File: src/rtl/pwl_pkg.sv
package pwl_pkg;
  localparam int STATE_W_D    = 10;
  localparam int STATE_FRAC_D = 6;
  localparam int TPL_W_D      = 9;
  localparam int TPL_FRAC_D   = 7;
  localparam int SEG_BITS_D   = 2;
  localparam int ROWS_D       = 3;
  localparam int COLS_D       = 3;
  // stage count: difference, table read, product, sum with clip
  localparam int PIPE_LAT     = 4;
endpackage

File: src/rtl/pwl_seg_table.sv
module pwl_seg_table #(
  parameter int TPL_W  = 9,
  parameter int ADDR_W = 4,
  parameter int COL_W  = 2,
  parameter int COL_ID = 0
) (
  input  logic                     clk,
  input  logic                     rd_en,
  input  logic [ADDR_W-1:0]        rd_addr,
  output logic signed [TPL_W-1:0]  slope_q,
  output logic signed [TPL_W-1:0]  offset_q,
  input  logic                     wr_en,
  input  logic [COL_W-1:0]         wr_col,
  input  logic [ADDR_W-1:0]        wr_addr,
  input  logic signed [TPL_W-1:0]  wr_slope,
  input  logic signed [TPL_W-1:0]  wr_offset
);
  localparam int DEPTH = 1 << ADDR_W;

  logic signed [TPL_W-1:0] slope_mem  [DEPTH];
  logic signed [TPL_W-1:0] offset_mem [DEPTH];
  logic                    mine;

  assign mine = wr_en && (wr_col == COL_W'(COL_ID));

  always_ff @(posedge clk) begin
    if (mine) begin
      slope_mem[wr_addr]  <= wr_slope;
      offset_mem[wr_addr] <= wr_offset;
    end
    if (rd_en) begin
      slope_q  <= slope_mem[rd_addr];
      offset_q <= offset_mem[rd_addr];
    end
  end
endmodule

File: src/rtl/pwl_mac.sv
module pwl_mac #(
  parameter int TPL_W  = 9,
  parameter int DIFF_W = 11,
  parameter int SHIFT  = 6
) (
  input  logic                     clk,
  input  logic                     rst_n,
  input  logic                     en,
  input  logic signed [DIFF_W-1:0] diff,
  input  logic signed [TPL_W-1:0]  slope,
  input  logic signed [TPL_W-1:0]  offset,
  output logic signed [TPL_W-1:0]  weight
);
  localparam int PW = DIFF_W + TPL_W;
  localparam int SW = PW + 1;
  localparam logic signed [SW-1:0] HI = (SW'(1) <<< (TPL_W - 1)) - SW'(1);
  localparam logic signed [SW-1:0] LO = ~HI;

  logic signed [PW-1:0]    prod_q;
  logic signed [TPL_W-1:0] off_q;
  logic signed [PW-1:0]    scaled;
  logic signed [SW-1:0]    sum;

  always_comb begin
    scaled = prod_q >>> SHIFT;
    sum = $signed({scaled[PW-1], scaled}) +
          $signed({{(SW-TPL_W){off_q[TPL_W-1]}}, off_q});
  end

  always_ff @(posedge clk or negedge rst_n) begin
    if (!rst_n) begin
      prod_q <= '0;
      off_q  <= '0;
      weight <= '0;
    end else if (en) begin
      prod_q <= PW'(diff) * PW'(slope);
      off_q  <= offset;
      if (sum > HI)      weight <= HI[TPL_W-1:0];
      else if (sum < LO) weight <= LO[TPL_W-1:0];
      else               weight <= sum[TPL_W-1:0];
    end
  end
endmodule

File: src/rtl/pwl_delay.sv
module pwl_delay #(
  parameter int W     = 8,
  parameter int DEPTH = 4
) (
  input  logic         clk,
  input  logic         rst_n,
  input  logic         en,
  input  logic [W-1:0] d,
  output logic [W-1:0] q
);
  logic [W-1:0] stage [DEPTH];

  always_ff @(posedge clk or negedge rst_n) begin
    if (!rst_n) begin
      for (int i = 0; i < DEPTH; i++) stage[i] <= '0;
    end else if (en) begin
      stage[0] <= d;
      for (int i = 1; i < DEPTH; i++) stage[i] <= stage[i-1];
    end
  end

  assign q = stage[DEPTH-1];
endmodule

File: src/rtl/pwl_weight_gen.sv
module pwl_weight_gen
  import pwl_pkg::*;
#(
  parameter int STATE_W    = STATE_W_D,
  parameter int STATE_FRAC = STATE_FRAC_D,
  parameter int TPL_W      = TPL_W_D,
  parameter int TPL_FRAC   = TPL_FRAC_D,
  parameter int SEG_BITS   = SEG_BITS_D,
  parameter int ROWS       = ROWS_D,
  parameter int COLS       = COLS_D,
  localparam int ROW_W     = $clog2(ROWS),
  localparam int COL_W     = $clog2(COLS),
  localparam int ADDR_W    = ROW_W + SEG_BITS
) (
  input  logic                     clk,
  input  logic                     rst_n,
  input  logic                     in_valid,
  output logic                     in_ready,
  input  logic [ROW_W-1:0]         in_row,
  input  logic [STATE_W-1:0]       in_centre,
  input  logic [COLS*STATE_W-1:0]  in_nbr,
  output logic                     out_valid,
  input  logic                     out_ready,
  output logic [COLS*TPL_W-1:0]    out_weight,
  output logic [COLS*STATE_W-1:0]  out_nbr,
  output logic [ROW_W-1:0]         out_row,
  input  logic                     tbl_we,
  input  logic [COL_W-1:0]         tbl_col,
  input  logic [ADDR_W-1:0]        tbl_addr,
  input  logic [TPL_W-1:0]         tbl_slope,
  input  logic [TPL_W-1:0]         tbl_offset
);
  localparam int DIFF_W = STATE_W + 1;
  localparam int PASS_W = ROW_W + COLS * STATE_W;
  // weights carry TPL_FRAC fraction bits; product rescale removes STATE_FRAC
  localparam int OUT_FRAC = TPL_FRAC;

  logic              adv;
  logic [PASS_W-1:0] pass_q;

  // single advance enable: every stage moves unless the output is held
  assign adv      = !out_valid || out_ready;
  assign in_ready = adv;

  pwl_delay #(.W(1), .DEPTH(PIPE_LAT)) u_valid_line (
    .clk(clk), .rst_n(rst_n), .en(adv), .d(in_valid), .q(out_valid)
  );

  pwl_delay #(.W(PASS_W), .DEPTH(PIPE_LAT)) u_pass_line (
    .clk(clk), .rst_n(rst_n), .en(adv), .d({in_row, in_nbr}), .q(pass_q)
  );

  assign out_row = pass_q[PASS_W-1 -: ROW_W];
  assign out_nbr = pass_q[COLS*STATE_W-1:0];

  for (genvar c = 0; c < COLS; c++) begin : g_col
    logic [STATE_W-1:0]       nbr;
    logic signed [DIFF_W-1:0] diff_c;
    logic signed [DIFF_W-1:0] diff_s0;
    logic signed [DIFF_W-1:0] diff_s1;
    logic [ADDR_W-1:0]        addr_s0;
    logic signed [TPL_W-1:0]  slope_s1;
    logic signed [TPL_W-1:0]  offset_s1;
    logic signed [TPL_W-1:0]  weight_c;

    assign nbr    = in_nbr[c*STATE_W +: STATE_W];
    assign diff_c = $signed({in_centre[STATE_W-1], in_centre}) -
                    $signed({nbr[STATE_W-1], nbr});

    always_ff @(posedge clk or negedge rst_n) begin
      if (!rst_n) begin
        diff_s0 <= '0;
        diff_s1 <= '0;
        addr_s0 <= '0;
      end else if (adv) begin
        diff_s0 <= diff_c;
        addr_s0 <= {in_row, diff_c[DIFF_W-1 -: SEG_BITS]};
        diff_s1 <= diff_s0;
      end
    end

    pwl_seg_table #(.TPL_W(TPL_W), .ADDR_W(ADDR_W), .COL_W(COL_W), .COL_ID(c)) u_table (
      .clk(clk), .rd_en(adv), .rd_addr(addr_s0),
      .slope_q(slope_s1), .offset_q(offset_s1),
      .wr_en(tbl_we), .wr_col(tbl_col), .wr_addr(tbl_addr),
      .wr_slope(tbl_slope), .wr_offset(tbl_offset)
    );

    pwl_mac #(.TPL_W(TPL_W), .DIFF_W(DIFF_W), .SHIFT(STATE_FRAC)) u_mac (
      .clk(clk), .rst_n(rst_n), .en(adv),
      .diff(diff_s1), .slope(slope_s1), .offset(offset_s1), .weight(weight_c)
    );

    assign out_weight[c*TPL_W +: TPL_W] = weight_c;
  end

  if (OUT_FRAC < 0) begin : g_bad_frac
    $error("template fraction bits must not be negative");
  end
endmodule

File: config.mk
export PLATFORM = sky130hd
export DESIGN_NAME = pwl_weight_gen
export DESIGN_NICKNAME = d
export VERILOG_FILES = /design/src/rtl/pwl_pkg.sv /design/src/rtl/pwl_seg_table.sv /design/src/rtl/pwl_mac.sv /design/src/rtl/pwl_delay.sv /design/src/rtl/pwl_weight_gen.sv
export SDC_FILE = /design/constraint.sdc
export NUM_CORES = 2
export LEC_CHECK = 0
export BUFFER_PORTS_ARGS = -buffer_cell sky130_fd_sc_hd__buf_2
export CAP_MARGIN = 20
export CELL_PAD_IN_SITES_DETAIL_PLACEMENT = 2
export CELL_PAD_IN_SITES_GLOBAL_PLACEMENT = 2
export CORE_MARGIN = 10
export CORE_UTILIZATION = 50
export CTS_CLUSTER_DIAMETER = 150
export DETAILED_ROUTE_END_ITERATION = 8
export PLACE_DENSITY = 0.85
export SYNTH_ARGS = -nofsm -noshare
export SYNTH_HDL_FRONTEND = slang
export SYNTH_SLANG_ARGS = --single-unit
File: constraint.sdc
create_clock -name clk -period 13.9 [get_ports clk]
set_input_delay 1.39 -clock clk [delete_from_list [all_inputs] [get_ports clk]]
set_output_delay 1.39 -clock clk [all_outputs]
set_load 0.1 [all_outputs]
* Word level (Yosys, flattened, before mapping)
Memory sizes are Yosys's and may differ from the RTL's. A register that Yosys moved wholly into a read port is not among the register bits.
Cells that the tools add are included.
** Word-level totals
- Flip-flop bits (word level) :: 324
- RAM bits :: 864
- Input bits :: 71
- Output and inout bits :: 61
- Word-level logic and storage cells :: 67
- Memories kept :: 6
** Memory list
- g_col[0].u_table.offset_mem :: words 16, bits a word 9, rd ports 1, clocked after memory_dff 1, wr ports 1, RTL line pwl_seg_table.sv:21 : logic signed [TPL_W-1:0] offset_mem [DEPTH];
- g_col[0].u_table.slope_mem :: words 16, bits a word 9, rd ports 1, clocked after memory_dff 1, wr ports 1, RTL line pwl_seg_table.sv:20 : logic signed [TPL_W-1:0] slope_mem [DEPTH];
- g_col[1].u_table.offset_mem :: words 16, bits a word 9, rd ports 1, clocked after memory_dff 1, wr ports 1, RTL line pwl_seg_table.sv:21
- g_col[1].u_table.slope_mem :: words 16, bits a word 9, rd ports 1, clocked after memory_dff 1, wr ports 1, RTL line pwl_seg_table.sv:20
- g_col[2].u_table.offset_mem :: words 16, bits a word 9, rd ports 1, clocked after memory_dff 1, wr ports 1, RTL line pwl_seg_table.sv:21
- g_col[2].u_table.slope_mem :: words 16, bits a word 9, rd ports 1, clocked after memory_dff 1, wr ports 1, RTL line pwl_seg_table.sv:20
** Cells by class
- Add/sub/neg operators :: 6
- Multiply operators :: 3
- Order comparisons :: 6
- Equality and inequality tests :: 2
- Mux-type cells :: 12
- Reduce and logical (&&, ||, !) cells :: 6
** Operators with widths (number)
- > comparator 21 x 9 -> 1 bit (second input constant) :: 3
- less-than comparator 21 x 9 -> 1 bit (second input constant) :: 3
- multiplier 11 x 9 -> 20 bit :: 3
- 2-to-1 mux 9 bit :: 6
- adder 14 x 9 -> 15 bit :: 3
- subtractor 10 x 10 -> 11 bit :: 3
- 2-to-1 mux 1 bit :: 6
- logical AND 1 bit :: 3
- == test 2 x 1 -> 1 bit (second input constant) :: 1
- == test 2 bit (second input constant) :: 1
- logical NOT 2 bit :: 1
- logical NOT 1 bit :: 1
- logical OR 1 bit :: 1

* Depth between registers and ports, before layout
- Depth after elaboration :: 4
- Depth in mapped cells :: 22
- Depth with buffers taken out :: 21

* Modules after synthesis
Synthesis repeated with hierarchy kept, for this count alone.
** Second synthesis, totals
- Cells, all modules :: 3967
- Area total of the unflattened synthesis :: 60002.5 um^2
** By module, submodules not included
- pwl_seg_table (g_col[1].u_table ...) :: instances 2, cells an instance 484, area an instance 11516.0 um^2, seq. area each 9188.8 um^2
- pwl_seg_table (g_col[0].u_table) :: instances 1, cells an instance 484, area an instance 11513.5 um^2, seq. area each 9188.8 um^2
- pwl_mac (g_col[2].u_mac) :: instances 1, cells an instance 595, area an instance 5541.6 um^2, seq. area each 800.8 um^2
- pwl_mac (g_col[0].u_mac) :: instances 1, cells an instance 581, area an instance 5415.2 um^2, seq. area each 800.8 um^2
- pwl_mac (g_col[1].u_mac) :: instances 1, cells an instance 566, area an instance 5328.9 um^2, seq. area each 800.8 um^2
- pwl_delay (u_pass_line) :: instances 1, cells an instance 302, area an instance 5062.4 um^2, seq. area each 3203.1 um^2
- pwl_weight_gen :: instances 1, cells an instance 463, area an instance 3963.8 um^2, seq. area each 1701.6 um^2
- pwl_delay (u_valid_line) :: instances 1, cells an instance 8, area an instance 145.1 um^2, seq. area each 100.1 um^2

* Worst setup path after synthesis
OpenSTA, ideal clock, no wires.
- Path kind :: input -> output
- Start point :: input out_ready
- End point :: output in_ready
- Data arrival time :: 4719 ps
- Data required time :: 12510 ps
- Slack :: 7791 ps
- Stages on the path :: 6
- Path buffers :: 4
- Cell sequence :: nor2b_1 -> clkbuf_1 -> inv_1 -> clkbuf_1 -> clkbuf_1 -> clkbuf_1
** On the way
- Longest elaborated chain between the ends :: 1
** Ends and longest elaborated chain
- start: declaration :: RTL line pwl_weight_gen.sv:23 : input logic out_ready,
- logical OR 1 bit :: RTL line pwl_weight_gen.sv:42 : assign adv = !out_valid || out_ready;
- end: declaration :: RTL line pwl_weight_gen.sv:18 : output logic in_ready,
No other way between the ends.

* Worst setup path after layout
- Start point :: register g_col[0].u_table.slope_q[0] (read register of g_col[0].u_table.slope_mem)
- End point :: register g_col[0].u_mac.prod_q[17]
** On the way
- Longest elaborated chain between the ends :: 1
** Ends and longest elaborated chain
- start: declaration :: RTL line pwl_seg_table.sv:10 : output logic signed [TPL_W-1:0] slope_q,
- multiplier 11 x 9 -> 20 bit :: RTL line pwl_mac.sv:36 : prod_q <= PW'(diff) * PW'(slope);
- end signal: assignment :: RTL line pwl_mac.sv:36
- end: declaration :: RTL line pwl_mac.sv:19 : logic signed [PW-1:0] prod_q;
No other way between the ends.
A chain may end at the register's enable or synchronous reset.

==> flow_summary.yaml <==
outcome:
  status: "finished, final reports clean"
global_route:
  gr-usage-met3: 0.0756
  grt_pass1_vias: 43340
  grtUsageTotal: 0.359
  globalRoute.busiestLayer: "met2"
  met2_usage: 0.603
  grt_use_met1: 0.426
  grt_antenna_before_repair: 17
  grt-ovfl-total: 0
  grt_max_degree: 192
  grt_pass1_wl_mm: 338
floorplan:
  die_w_um: 364
  dieArea_sq_um: 132000
  initial_core_util: 0.502
  core_sq_um: 118000
  die_y_um: 364
  num_rows: 126
  ios: 132
worst_setup_path:
  crit_required_ns: 14.51
  worstPathMaxFanout: 11
  r2r_end: "g_col[0].u_mac.prod_q[17]$_DFFE_PN0P_"
  reg2reg_from: "g_col[0].u_table.slope_q[0]$_DFFE_PP_"
  cp-end-kind: "register"
  crit_path_top_delay_cell: "nor4bb_1"
  reg2reg_slack_ns: 6.79
  path_class: "register to register"
  worstPathCellList: "nand2_1 -> fa_1 -> inv_1 -> ha_1 -> ha_1 -> inv_1 -> fa_1 -> nor4bb_1 -> nor2b_1 -> nand3_1 -> fa_1 -> nor2b_1 -> o21ai_0 -> a21boi_0 -> o211ai_1 -> a21oi_1 -> o31a_1 -> nor3_1 -> o31ai_1"
  slowest_delay_ns: 0.79
  critPathBufInv: 2
  crit_top_cell: "fa_1"
  cp_top_family: "adder cells"
  reg2regPathDepth: 19
  start_kind: "register"
  cp.arrival_ns: 7.72
finish:
  drive_gt1_frac: 0.172
  syn_to_final_growth_pct: 11.6
  layout.cells.non_filler: 5903
  utilization: 0.560
  fill_cells: 10390
  nNetsFinal: 4754
yosys:
  yosysTopAreaCell: "edfxtp_1"
  synthDistinctLibCells: 75
  synth_top_cell_area_share: 0.467
  synth_area_leaders: "edfxtp_1, dfrtp_1, mux4_2"
  post_synth.cell_area_avg_sq_um: 14.3
  synth_seq_cells: 1212
  syn-num-nets: 4634
  ys_async_sr_fraction: 0.243
  synth_flop_cell: "edfxtp_1"
  synth_edf_count: 918
  synth_warnings: 0
  syn_inst: 4122
  syn_area_sq_um: 59100
  yosysSeqAreaShare: 0.591
detailed_routing:
  routed_wirelength_mm: 239
  dr.pass1.iters: 5
  wire_per_inst_um: 40.6
  num_vias: 39587
  viasPerCell: 6.71
  final_antenna_net_count: 0
  drt_iter0_drc: 5518
  drc: 0
clock_tree:
  cts_resized: 0
  htree_num_levels: 4
  cts-hold-fix-buffers: 0
  cts.sinks: 1212
  cts_buffers: 136
  insertion_delay_ns: 0.79
  clk_pin_slew_ns: 0.06
  clock_path_buffers: 3
  root_buffer: "clkbuf_16"
  postCtsSetupRepairBufs: 0
  cts_tree: "yes"
timing:
  max_freq_mhz: 141
  setup_ws_ns: 6.79
  fin_crit_ns: 7.11
  worstMarginPinSlew_ns: 1.21
  slew_violations: 0
  setup_viol: 0
  maxSlewHeadroom: 0.188
  hold_viol: 0
  fin_worst_skew_ns: 0.0505
  period_share: 0.511
  fin_tns_setup_ns: 0
  rsz0062_at_grt: "false"
place:
  port-buffer-count: 131
  dp_hpwl_mm: 139
  dp_cells: 5632
  place_ws_ns: 7.70
  place_congestion: 0.797
flow_run:
  drv_cap: 0
hold_path:
  min_delay_path_depth: 2
  hold_end: "u_pass_line.q[16]$_DFFE_PN0P_"
  min-delay-start: "u_pass_line.q[16]$_DFFE_PN0P_"
  hold_class: "register to register"
-- registers in the layout (all words and copies together) (netlist names) --
register and count:
u_pass_line.stage 94, g_col.u_table.offset_mem 432, g_col.diff_s0 30, g_col.u_table.slope_q 27, g_col.u_mac.off_q 27, g_col.diff_s1 33
u_valid_line.q 1, g_col.u_mac.prod_q 42, u_pass_line.q 32, g_col.u_table.slope_mem 432, g_col.u_table.offset_q 27, g_col.addr_s0 5
u_valid_line.stage 3, g_col.u_mac.weight 27
-- synthesized netlist by cell type, types with 4 or more instances --
cell / instances
buf_1: 27
clkbuf_1: 160
nor2_1: 170
o22ai_1: 10
xnor2_1: 52
fa_1: 258
ha_1: 183
buf_4: 32
nand2b_1: 17
o211ai_1: 15
nor2b_1: 40
edfxtp_1: 918
xor2_1: 27
o21ai_0: 94
a311oi_1: 4
or3_1: 10
o21a_1: 27
a21oi_2: 8
nand3b_1: 9
a21boi_0: 15
nand4_1: 7
a31oi_1: 7
nor3_1: 36
and3_1: 5
a21oi_1: 73
nand3_1: 27
a221oi_1: 6
nor4_1: 4
o31ai_1: 33
a211oi_1: 14
inv_1: 311
mux4_2: 270
nor3b_1: 12
a21o_1: 14
nand2_1: 748
or2_2: 6
a221o_1: 8
dfrtp_1: 294
and2_1: 116
o31a_1: 5
-- logic make-up (layout without fill, tap and decap cells) --
| logic type | count (synthesis) | count (layout) | share of synthesized area |
|---|---|---|---|
| xor+xnor | 79 | 79 | 0.0117 |
| mux | 273 | 273 | 0.103 |
| flops | 1212 | 1212 | 0.591 |
| fa+ha+maj | 441 | 441 | 0.126 |
| buf+inv | 531 | 764 | 0.0358 |
| other cells | 0 | 12 | 0 |
| simple gates | 1223 | 1223 | 0.0906 |
| compound gates | 363 | 363 | 0.0411 |
-- per-stage QoR --
stage | hold slack (ns) | area (sq um)
6_report | 0.463 | 65900
3_5_place_dp | 0.455 | 61400
3_3_place_gp | 0.427 | 61400
2_1_floorplan | 0.422 | 59100
4_1_cts | 0.467 | 65700
5_1_grt | 0.481 | 65900
-- layer usage --
metal / vias to the layer above / share of wire / wire (um)
met4: 12 / 0.070 / 16900
li1: 14899 / - / -
met3: 936 / 0.087 / 20800
met1: 20817 / 0.35 / 82900
met5: - / 0.00032 / 77
met2: 2923 / 0.50 / 119000
-- area by class of cell --
cell class	instances	area (sq um)	area share
diodes	12	30.0	0.000455
clock buffers	199	3800	0.0577
clock inverters	52	536	0.00812
inverters	312	1180	0.0179
multi-input cells	2379	22200	0.337
flip-flops and latches	1212	34900	0.530
well taps	1536	1920	0.0291
repair buffers	201	1330	0.0202
-- cells in the final DEF (no fill, tap or decap), types with 17 or more instances in the layout --
cell type and count:
mux4_2 270, o21a_1 27, edfxtp_1 918, xnor2_1 52, a21oi_1 73, o21ai_0 94
nor2b_1 39, nor3_1 36, xor2_1 27, o31ai_1 33, nor2_1 123, dfrtp_1 286
nor2_2 43, buf_2 130, clkbuf_1 50, clkbuf_16 139, nand2_1 748, fa_1 258
buf_4 59, nand2b_1 17, nand3_1 27, ha_1 183, inv_1 310, and2_1 116
clkinv_2 17
-- worst min-delay path: stages, from the launching register on --
cell     delay, ns
dfrtp_1       0.33
nand2_1       0.05
nand2_1       0.05
-- how the worst max path moves through the flow --
| stage | startpoint | end | slack, ns | cells after the start |
|---|---|---|---|---|
| final | g_col[0].u_table.slope_q[0]$_DFFE_PP_ | g_col[0].u_mac.prod_q[17]$_DFFE_PN0P_ | 6.79 | 19 |
| after floorplan | out_ready | in_ready | 7.79 | 6 |
| after detailed placement | g_col[0].diff_s1[3]$_DFFE_PN0P_ | g_col[0].u_mac.prod_q[19]$_DFFE_PN0P_ | 7.70 | 19 |
| after global routing | g_col[0].u_table.slope_q[0]$_DFFE_PP_ | g_col[0].u_mac.prod_q[17]$_DFFE_PN0P_ | 6.74 | 19 |
| after global placement | g_col[2].u_table.slope_q[0]$_DFFE_PP_ | g_col[2].u_mac.prod_q[19]$_DFFE_PN0P_ | 8.42 | 20 |
| after CTS | g_col[0].u_table.slope_q[0]$_DFFE_PP_ | g_col[0].u_mac.prod_q[17]$_DFFE_PN0P_ | 7.21 | 19 |
Power is left out: the tool's default activity adds up to more than one toggle a clock period on the data nets, which glitch-free logic cannot reach.
